## src/rtl/idgate_pkg.sv

```systemverilog
package idgate_pkg;
    typedef enum logic [1:0] {
        K_DATA  = 2'b00,
        K_UNDEF = 2'b01,
        K_TRAP2 = 2'b10,
        K_TRAP3 = 2'b11
    } kind_t;

    typedef enum logic {
        ST_IDLE = 1'b0,
        ST_HOLD = 1'b1
    } gate_state_t;

    localparam logic [5:0] EC_SYSREG = 6'h18;
    localparam logic [5:0] EC_NONE   = 6'h00;
endpackage

```

## src/rtl/idgate_field.sv

```systemverilog
module idgate_field #(
    parameter int N_MON = 4,
    parameter int SEL_W = 3
) (
    input  logic [2*N_MON-1:0] perm,
    input  logic [SEL_W-1:0]   sel,
    output logic               denied
);
    logic [1:0] fld [N_MON];

    for (genvar g = 0; g < N_MON; g++) begin : g_fld
        assign fld[g] = perm[2*g+1:2*g];
    end

    logic [1:0] picked;
    always_comb begin
        picked = 2'b00;
        for (int i = 0; i < N_MON; i++) begin
            if (sel == SEL_W'(i)) picked = fld[i];
        end
    end

    assign denied = (picked == 2'b00);
endmodule

```

## src/rtl/idgate_bank.sv

```systemverilog
module idgate_bank #(
    parameter int          N_MON     = 4,
    parameter int          SEL_W     = 3,
    parameter logic [10:0] DESIGNER  = 11'h23B,
    parameter logic [3:0]  REVISION  = 4'h1,
    parameter logic [3:0]  VERSION   = 4'h2,
    parameter logic [11:0] PART_BASE = 12'hA50
) (
    input  logic [SEL_W-1:0] sel,
    output logic [63:0]      word
);
    logic [63:0] entry [N_MON];

    for (genvar g = 0; g < N_MON; g++) begin : g_ent
        localparam logic [11:0] PART = PART_BASE + 12'(g);
        assign entry[g] = {32'h0, DESIGNER, 1'b1, REVISION, VERSION, PART};
    end

    always_comb begin
        word = '0;
        for (int i = 0; i < N_MON; i++) begin
            if (sel == SEL_W'(i)) word = entry[i];
        end
    end
endmodule

```

## src/rtl/idgate_decide.sv

```systemverilog
module idgate_decide
    import idgate_pkg::*;
(
    input  logic [1:0] el,
    input  logic       have_el3,
    input  logic       el2_enabled,
    input  logic       has_fgt,
    input  logic       el3_fgt_en,
    input  logic       el2_fgt_rd,
    input  logic       el3_pm_en,
    input  logic       el2_pm_en,
    input  logic       deny3,
    input  logic       deny2,
    input  logic       undef_prio,
    input  logic       undef_mode,
    output kind_t      kind
);
    logic prio_fail, l2_fail, l3_fail;
    kind_t l3_kind;

    always_comb begin
        prio_fail = have_el3 && undef_prio && (!el3_pm_en || deny3);
        l2_fail   = el2_enabled && (
                        (has_fgt && ((have_el3 && !el3_fgt_en) || !el2_fgt_rd))
                        || !el2_pm_en
                        || deny2);
        l3_fail   = have_el3 && (!el3_pm_en || deny3);
        l3_kind   = undef_mode ? K_UNDEF : K_TRAP3;
    end

    always_comb begin
        unique case (el)
            2'd0: kind = K_UNDEF;
            2'd1: begin
                if (prio_fail)    kind = K_UNDEF;
                else if (l2_fail) kind = K_TRAP2;
                else if (l3_fail) kind = l3_kind;
                else              kind = K_DATA;
            end
            2'd2: begin
                if (prio_fail)    kind = K_UNDEF;
                else if (l3_fail) kind = l3_kind;
                else              kind = K_DATA;
            end
            default: kind = K_DATA;
        endcase
    end
endmodule

```

## src/rtl/idgate_top.sv

```systemverilog
module idgate_top
    import idgate_pkg::*;
#(
    parameter int          N_MON     = 4,
    parameter logic [10:0] DESIGNER  = 11'h23B,
    parameter logic [3:0]  REVISION  = 4'h1,
    parameter logic [3:0]  VERSION   = 4'h2,
    parameter logic [11:0] PART_BASE = 12'hA50,
    localparam int         SEL_W     = $clog2(N_MON) + 1
) (
    input  logic               clk,
    input  logic               rst_n,
    input  logic               req_valid,
    output logic               req_ready,
    input  logic [1:0]         req_el,
    input  logic [SEL_W-1:0]   req_sel,
    input  logic               have_el3,
    input  logic               el2_enabled,
    input  logic               has_fgt,
    input  logic               el3_fgt_en,
    input  logic               el2_fgt_rd,
    input  logic               el3_pm_en,
    input  logic               el2_pm_en,
    input  logic [2*N_MON-1:0] perm_el3,
    input  logic [2*N_MON-1:0] perm_el2,
    input  logic               undef_prio,
    input  logic               undef_mode,
    output logic               rsp_valid,
    input  logic               rsp_ready,
    output logic [1:0]         rsp_kind,
    output logic [5:0]         rsp_ec,
    output logic [63:0]        rsp_data
);
    logic        deny3, deny2;
    logic [63:0] bank_word;
    kind_t       verdict;

    idgate_field #(.N_MON(N_MON), .SEL_W(SEL_W)) u_f3 (
        .perm(perm_el3), .sel(req_sel), .denied(deny3));
    idgate_field #(.N_MON(N_MON), .SEL_W(SEL_W)) u_f2 (
        .perm(perm_el2), .sel(req_sel), .denied(deny2));

    idgate_bank #(
        .N_MON(N_MON), .SEL_W(SEL_W), .DESIGNER(DESIGNER),
        .REVISION(REVISION), .VERSION(VERSION), .PART_BASE(PART_BASE)
    ) u_bank (.sel(req_sel), .word(bank_word));

    idgate_decide u_dec (
        .el(req_el), .have_el3(have_el3), .el2_enabled(el2_enabled),
        .has_fgt(has_fgt), .el3_fgt_en(el3_fgt_en), .el2_fgt_rd(el2_fgt_rd),
        .el3_pm_en(el3_pm_en), .el2_pm_en(el2_pm_en),
        .deny3(deny3), .deny2(deny2),
        .undef_prio(undef_prio), .undef_mode(undef_mode),
        .kind(verdict));

    gate_state_t state, state_nx;
    kind_t       kind_q;
    logic [63:0] data_q;
    logic        accept;

    assign accept = req_valid && (state == ST_IDLE);

    always_comb begin
        state_nx = state;
        unique case (state)
            ST_IDLE: if (req_valid) state_nx = ST_HOLD;  // T_ACCEPT
            ST_HOLD: if (rsp_ready) state_nx = ST_IDLE;  // T_RELEASE, else T_STALL
            default: state_nx = ST_IDLE;
        endcase
    end

    always_ff @(posedge clk or negedge rst_n) begin
        if (!rst_n) state <= ST_IDLE;
        else        state <= state_nx;
    end

    always_ff @(posedge clk or negedge rst_n) begin
        if (!rst_n) begin
            kind_q <= K_DATA;
            data_q <= '0;
        end else if (accept) begin
            kind_q <= verdict;
            data_q <= (verdict == K_DATA) ? bank_word : '0;
        end
    end

    always_comb begin
        req_ready = (state == ST_IDLE);
        rsp_valid = (state == ST_HOLD);
        rsp_kind  = kind_q;
        rsp_data  = data_q;
        rsp_ec    = (kind_q == K_TRAP2 || kind_q == K_TRAP3) ? EC_SYSREG : EC_NONE;
    end

    a_r1_el0_undef: assert property (@(posedge clk) disable iff (!rst_n)
        (req_valid && req_ready && req_el == 2'd0) |=> (rsp_valid && rsp_kind == K_UNDEF));
    a_r2_el3_data: assert property (@(posedge clk) disable iff (!rst_n)
        (req_valid && req_ready && req_el == 2'd3) |=> (rsp_valid && rsp_kind == K_DATA));
    a_r8_trap_class: assert property (@(posedge clk) disable iff (!rst_n)
        (rsp_valid && rsp_kind[1]) |-> (rsp_ec == 6'h18));
    a_r10_zero_word: assert property (@(posedge clk) disable iff (!rst_n)
        (rsp_valid && rsp_kind != K_DATA) |-> (rsp_data == 64'h0));
    a_r9_upper_zero: assert property (@(posedge clk) disable iff (!rst_n)
        rsp_valid |-> (rsp_data[63:32] == 32'h0));
    a_r11_hold: assert property (@(posedge clk) disable iff (!rst_n)
        (rsp_valid && !rsp_ready) |=> (rsp_valid && !req_ready
                                       && $stable(rsp_kind) && $stable(rsp_data)));
endmodule

```

## config.mk

```make
export PLATFORM = sky130hd
export DESIGN_NAME = idgate_top
export DESIGN_NICKNAME = d
export VERILOG_FILES = /design/src/rtl/idgate_pkg.sv /design/src/rtl/idgate_field.sv /design/src/rtl/idgate_bank.sv /design/src/rtl/idgate_decide.sv /design/src/rtl/idgate_top.sv
export SDC_FILE = /design/constraint.sdc
export NUM_CORES = 1
export LEC_CHECK = 0
export ABC_AREA = 0
export CAP_MARGIN = 25
export CORE_UTILIZATION = 23
export CTS_BUF_LIST = sky130_fd_sc_hd__clkbuf_4 sky130_fd_sc_hd__clkbuf_8 sky130_fd_sc_hd__clkbuf_16
export CTS_CLUSTER_SIZE = 16
export DETAILED_ROUTE_END_ITERATION = 16
export GPL_ROUTABILITY_DRIVEN = 0
export PLACE_DENSITY_LB_ADDON = 0.25
export SLEW_MARGIN = 25
export SYNTH_ARGS = -nofsm -noshare
export SYNTH_HDL_FRONTEND = slang
export SYNTH_HIERARCHICAL = 1
export SYNTH_SLANG_ARGS = --single-unit
```

## constraint.sdc

```tcl
create_clock -name clk -period 1.8 [get_ports clk]
set_clock_uncertainty 0.1 [all_clocks]
set_input_delay 0.36 -clock clk [delete_from_list [all_inputs] [get_ports clk]]
set_output_delay 0.36 -clock clk [all_outputs]
set_load 0.02 [all_outputs]
```

==> reports/qor.csv, run 1 <==
stage;metric;value;unit
route;drtPass1Iterations;4;
worst_setup_path;rr_worst_depth;3;
pwr;p_leak;0.00239;uW
worst_setup_path;crit_path_end;rsp_data[26];
floorplan;die_h;122;um
yosys;seq_area_frac_synth;51.0;%
layout;antennaDiodeCount;0;
yosys;syn_avg_cell_area;13.0;um2
worst_setup_path;crit_start;req_sel[1];
clocking;cts.reportedPaths.clkPinSlew;0.06;ns
worst_setup_path;r2r_end;rsp_data[36];
yosys;ys_async_sr_fraction;100;%
worst_setup_path;worstSetupEndpointType;flip-flop;
yosys;synthTopCellsByCount;67 x buf_4, 67 x dfrtp_1, 32 x a22o_1, 32 x a22o_2;
worst_setup_path;crit_type;input pin to flip-flop;
worst_setup_path;start_kind;input pin;
worst_setup_path;reg2reg_slack;0.47;ns
route;ant_nets;0;
clocking;clock_latency;0.32;ns
global_routing;track_usage;10.2;%
worst_setup_path;max_stage_delay;0.31;ns
global_routing;grt_max_degree;68;
clocking;clock_sinks;67;
worst_setup_path;crit_fanout;8;
layout;drive_gt1_share;29.1;%
clocking;htree_levels;3;
timing;whs;0.358;ns
floorplan;die_area;14800;um2
yosys;synth_flop_cell;dfrtp_1;
floorplan;fp.coreArea;13900;um2
layout;instances_no_fill;548;
yosys;ys_ff_latch;67;
clocking;cts-root-to-sink-buffers;2;
yosys;yosysUniqueCellTypes;28;
yosys;synth_top_area_share;51.0;%
timing;setup_violations;15;
place;dp_hpwl;4620;um
global_routing;antenna_found_initial;0;
yosys;syn_inst;253;
yosys;yosysWarnings;6;
timing;fin_crit;2.10;ns
place;io_buffers;103;
clocking;cts_tree;built;
worst_setup_path;crit_required;1.91;ns
floorplan;die_w;122;um
floorplan;start_util;23.6;%
route;routed_via_density;3.92;
place;dp_cells;524;
worst_setup_path;cp.arrival;2.21;ns
route;routed-via-count;2148;
layout;layout.nets;397;
clocking;cts_buffers;9;
floorplan;io_pins;108;
pwr;peakVddDrop;0.398;mV
layout;area_delta_synth_final;44.2;%
route;wl_per_cell;12.5;um
route;drt_iter0_markers;36;
timing;setup_ws;-0.299;ns
worst_hold_path;hold_class;input pin to flip-flop;
timing;hold_viol;0;
flow_run;max_cap_violations;0;
yosys;synth_area_leaders;dfrtp_1 51%, buf_4 15%, a22o_2 9.7%;
route;drt_wl_total;6880;um
worst_setup_path;worstReg2RegStart;rsp_valid;
worst_setup_path;crit_top_cell;buf_6;
global_routing;grt_pass1_vias;2222;
clocking;cts_root_buf;clkbuf_16;
timing;finalMaxSlewViolations;0;
worst_setup_path;crit_path_top_delay_cell;a221oi_4;
floorplan;rows;43;
run_status;violations;setup timing;
global_routing;globalRoute.totalOverflow;0;
timing;rsz0062_at_grt;yes;
route;drc;0;
global_routing;grt_first_pass_wirelength;11400;um
timing;fin_crit_sh;117;%
timing;fmax;476;MHz
worst_hold_path;whs_path_depth;3;
yosys;synth-edff-count;0;
worst_setup_path;path_cells;buf_12, buf_4, nor3_4, nor4_2, nor2_1, inv_1, a211o_1, a221oi_4, nor4b_4, buf_6, buf_6, a22o_4;
pwr;pwr_density_cell;1110;nW/um2
run_status;status;finished, violations left;
yosys;syn_area;3290;um2
yosys;yosysTopAreaCell;dfrtp_1;
-- layout by cell type (no fill, tap or decap), drive strengths merged, types with 4 or more instances in the layout --
master and instances:
dfrtp 67, nor3b 4, dlygate4sd2 14, conb 53
nor3 4, inv 6, clkbuf 13, dlymetal6s2s 14
buf 35, a22o 64, clkdlybuf4s15 7, clkdlybuf4s50 58
-- metal layers --
| metal | GRT usage, % | vias up | wire (um) |
|---|---|---|---|
| met1 | 12.9 | 1033 | 3200 |
| met5 | 0 | - | 0 |
| met4 | 5.79 | 0 | 167 |
| met3 | 3.09 | 10 | 514 |
| met2 | 15.4 | 82 | 3000 |
| li1 | - | 1023 | - |
-- flip-flops by register name, indices dropped and copies added, names as in the netlist --
register,cells
rsp_kind,2
rsp_valid,1
rsp_data,64
-- critical path: cells and delay by family --
family                 cells  cell delay [ns]
AOI/OAI and AO/OA          3             0.81
and+or+nand+nor            4             0.42
buffers and inverters      5             0.61
-- kinds of logic (layout without fill, tap and decap cells) --
family / count (synthesis) / in the layout / synth area share [%]
buffers and inverters: 87 / 151 / 21.5
AO/OA/AOI/OAI: 72 / 72 / 20.2
flip-flops: 67 / 67 / 51.0
multiplexers: 2 / 2 / 0.685
AND/OR/NAND/NOR: 22 / 22 / 6.17
XOR/XNOR: 1 / 1 / 0.267
other: 2 / 53 / 0.228
-- worst min-delay path by stage --
stage | start | endpoint | slack (ns)
CTS | req_sel[1] | rsp_data[1] | 0.34
finish | req_sel[1] | rsp_data[1] | 0.36
floorplan | rst_n | rsp_data[0] | -0.04
global route | req_sel[1] | rsp_data[1] | 0.36
global placement | rst_n | rsp_data[23] | 0.31
detailed placement | rst_n | rsp_data[17] | 0.31
-- metrics by stage --
stage	TNS (ns)	power (uW)	worst slack, ns	utilization (%)	instance area (um2)
6_report	-4.03	5270	-0.299	34.0	4740
5_1_grt	-5.23	5550	-0.370	34.0	4740
4_1_cts	-4.64	5350	-0.338	33.6	4680
3_5_place_dp	-18.64	3460	-1.15	30.4	4240
3_3_place_gp	-17.72	3450	-1.10	30.4	4240
2_1_floorplan	-5.43	2820	-0.365	-	3500
-- timing repair --
| item | 4_1_cts | 5_1_grt |
|---|---|---|
| pin swaps | 18 | 10 |
| hold buffers | 1 | 0 |
| resized for setup | 80 | 27 |
| endpoints found under the setup margin | 25 | 31 |
| gates cloned | 2 | 0 |
| setup buffers | 5 | 0 |
| hold endpoints to repair | 67 | 0 |
-- area by class of cell --
class	instances	area [um2]
inverters	6	22.5
repair buffers	129	1270
well taps	180	225
multi-input cells	150	1220
clock inverters	3	45.0
fillers	1373	9200
clock buffers	13	274
flip-flops and latches	67	1680
-- report_power, final --
group | switching (uW) | leakage [uW] | internal [uW]
sequential | 150 | 0.000882 | 1770
combinational | 727 | 0.00135 | 787
clock | 636 | 0.000152 | 1200
(Power assumes the default switching activity.)
==> inputs of run 2 (changes only) <==
CORE_MARGIN = 3   (was default)
GPL_TIMING_DRIVEN = 0   (was default)
==> reports/qor.csv, run 2 (synthesized netlist as in run 1, its figures left out) <==
stage;metric;value;unit;change
worst_hold_path;hold_class;input pin to flip-flop;;
floorplan;die_w;126;um;+3.3%
timing;rsz0062_at_grt;yes;;
flow_run;max_cap_violations;0;;unchanged
place;dp_hpwl;5410;um;+17%
worst_setup_path;crit_path_top_delay_cell;clkdlybuf4s50_1;;
route;wl_per_cell;12.6;um;+0.47%
clocking;htree_levels;3;;unchanged
clocking;cts-root-to-sink-buffers;2;;unchanged
floorplan;die_area;15800;um2;+6.7%
global_routing;grt_first_pass_wirelength;12700;um;+11%
layout;multi_input_area;1230;um2;+0.61%
timing;fmax;482;MHz;+1.3%
worst_setup_path;worstReg2RegStart;rsp_valid;;
global_routing;track_usage;10.0;%;-0.17 points
global_routing;grt_pass1_vias;2466;;+11%
global_routing;globalRoute.totalOverflow;0;;unchanged
route;drt_iter0_markers;35;;-2.8%
clocking;cts.reportedPaths.clkPinSlew;0.05;ns;about the same
worst_setup_path;crit_fanout;7;;-1
layout;final_common_cell;buf_4;;
floorplan;io_pins;108;;unchanged
clocking;clock_latency;0.32;ns;about the same
worst_setup_path;rr_worst_depth;4;;+1
floorplan;rows;43;;unchanged
timing;setup_ws;-0.273;ns;+0.0262 ns
timing;fin_crit_sh;115;%;-1.5 points
route;routed-via-count;2392;;+11%
layout;drive_gt1_share;39.9;%;+11 points
place;io_buffers;103;;unchanged
layout;utilization;38.0;%;+4.0 points
clocking;cts_root_buf;clkbuf_16;;
clocking;cts_tree;built;;
route;drt_wl_total;7740;um;+13%
layout;layout_common_cells;78 x buf_4, 67 x dfrtp_1, 66 x clkdlybuf4s50_1, 53 x conb_1, 32 x a22o_1;;
route;ant_nets;0;;unchanged
worst_setup_path;cp.arrival;2.23;ns;+0.02 ns
floorplan;die_h;126;um;+3.3%
run_status;violations;setup timing;;
pwr;pwr_density_cell;1020;nW/um2;-8.6%
worst_setup_path;crit_top_cell;buf_12;;
layout;antennaDiodeCount;0;;unchanged
run_status;status;finished, violations left;;
worst_hold_path;hold_end;rsp_data[1];;
global_routing;grt_max_degree;41;;-40%
floorplan;start_util;23.6;%;unchanged
pwr;p_leak;0.00273;uW;+14%
floorplan;fp.coreArea;13900;um2;unchanged
layout;largest_reg_flops;64;;unchanged
worst_setup_path;reg2reg_slack;0.32;ns;-0.15 ns
timing;finalMaxSlewViolations;0;;unchanged
layout;ff_latch_area;1680;um2;unchanged
clocking;clock_sinks;67;;unchanged
layout;area_delta_synth_final;61.0;%;
worst_setup_path;worstSetupEndpointType;flip-flop;;
timing;whs;0.316;ns;-0.0417 ns
clocking;cts_buffers;9;;unchanged
timing;fin_crit;2.07;ns;-0.0262 ns
worst_setup_path;max_stage_delay;0.44;ns;+0.13 ns
layout;layout.nets;465;;+17%
route;drc;0;;unchanged
global_routing;antenna_found_initial;0;;unchanged
worst_setup_path;critical_path_buf_inv_count;3;;-2
worst_setup_path;r2r_end;rsp_data[28];;
timing;fin_tns_setup;-3.93;ns;+0.0999 ns
worst_setup_path;path_cells;clkdlybuf4s50_1, and3b_2, o311ai_4, a221oi_4, nor4b_4, buf_12, buf_12, a22o_1;;
worst_hold_path;whs_path_depth;3;;unchanged
worst_setup_path;crit_required;1.96;ns;+0.05 ns
pwr;peakVddDrop;0.407;mV;+2.2%
route;routed_via_density;3.90;;-0.61%
timing;setup_violations;15;;unchanged
layout;fillCellCount;1360;;-0.95%
worst_setup_path;crit_type;input pin to flip-flop;;
worst_setup_path;critical_path.top_delay_family;buffers and inverters;;
worst_hold_path;hp-start;req_sel[1];;
route;drtPass1Iterations;4;;unchanged
timing;hold_viol;0;;unchanged
worst_setup_path;start_kind;input pin;;
run 2: cell types whose count changed in the layout (fill, tap and decap cells not counted), moves of 4 or more:
cell             delta
buf_12              +5
buf_4              +62
clkbuf_1            +4
clkdlybuf4s15_1     -4
clkdlybuf4s50_1     +8
dlygate4sd2_1       -8
run 2: final cells by class:
type	count	share of cell area (%)
repair buffers	117	22.0
clock buffers	12	5.04
multi-input cells	150	23.3
well taps	180	4.26
clock inverters	2	0.662
inverters	6	0.426
flip-flops and latches	67	31.7
plain buffers	80	12.7
run 2: where the power goes:
part           leakage [uW]  internal (uW)  total (uW)  switching [uW]
Clock              0.000151           1170        1770             607
Combinational       0.00170            923        1680             759
Sequential         0.000882           1770        1920             152
Total               0.00273           3860        5370            1520
run 2: worst reg2reg max path, delay by kind of cell (launching register included):
kind,cells,cell delay (ns)
AOI/OAI and AO/OA,1,0.25
buffers and inverters,2,0.36
DFF,1,0.45
and+or+nand+nor,1,0.21
run 2: how the worst max path moves through the flow:
stage | startpoint | end | slack, ns | cells after the start
after global routing | perm_el2[3] | rsp_data[22] | -0.37 | 11
after global placement | rst_n | rsp_data[46] | -2.12 | 1
after floorplan | req_sel[1] | rsp_data[0] | -0.37 | 10
after detailed placement | req_sel[1] | rsp_data[30] | -1.37 | 11
final | el3_fgt_en | rsp_data[22] | -0.27 | 8
after CTS | req_sel[1] | rsp_data[30] | -0.28 | 11
run 2: metal layers:
layer,vias up,track usage [%],wire [um]
met5,-,0,0
met4,0,4.02,130
met3,7,3.97,610
met2,82,15.9,3720
met1,1146,12.2,3280
li1,1157,-,-
run 2: per-stage QoR:
step           worst slack [ns]  cells  power (uW)  cell area, um2
6_report                 -0.273    614        5370            5290
5_1_grt                  -0.368    614        5640            5290
4_1_cts                  -0.278    614        5470            5250
3_5_place_dp              -1.37    588        3610            4770
3_3_place_gp              -2.12    587        3590            4760
2_1_floorplan            -0.365    304        2820            3500
run 2: repair_timing:
item | in CTS | in global routing
setup endpoints to repair | 21 | 30
cloned | 1 | 0
hold endpoints to repair | 27 | 0
setup buffers | 10 | 1
hold buffers | 1 | 0
resized for setup | 77 | 22
pin swaps | 20 | 4
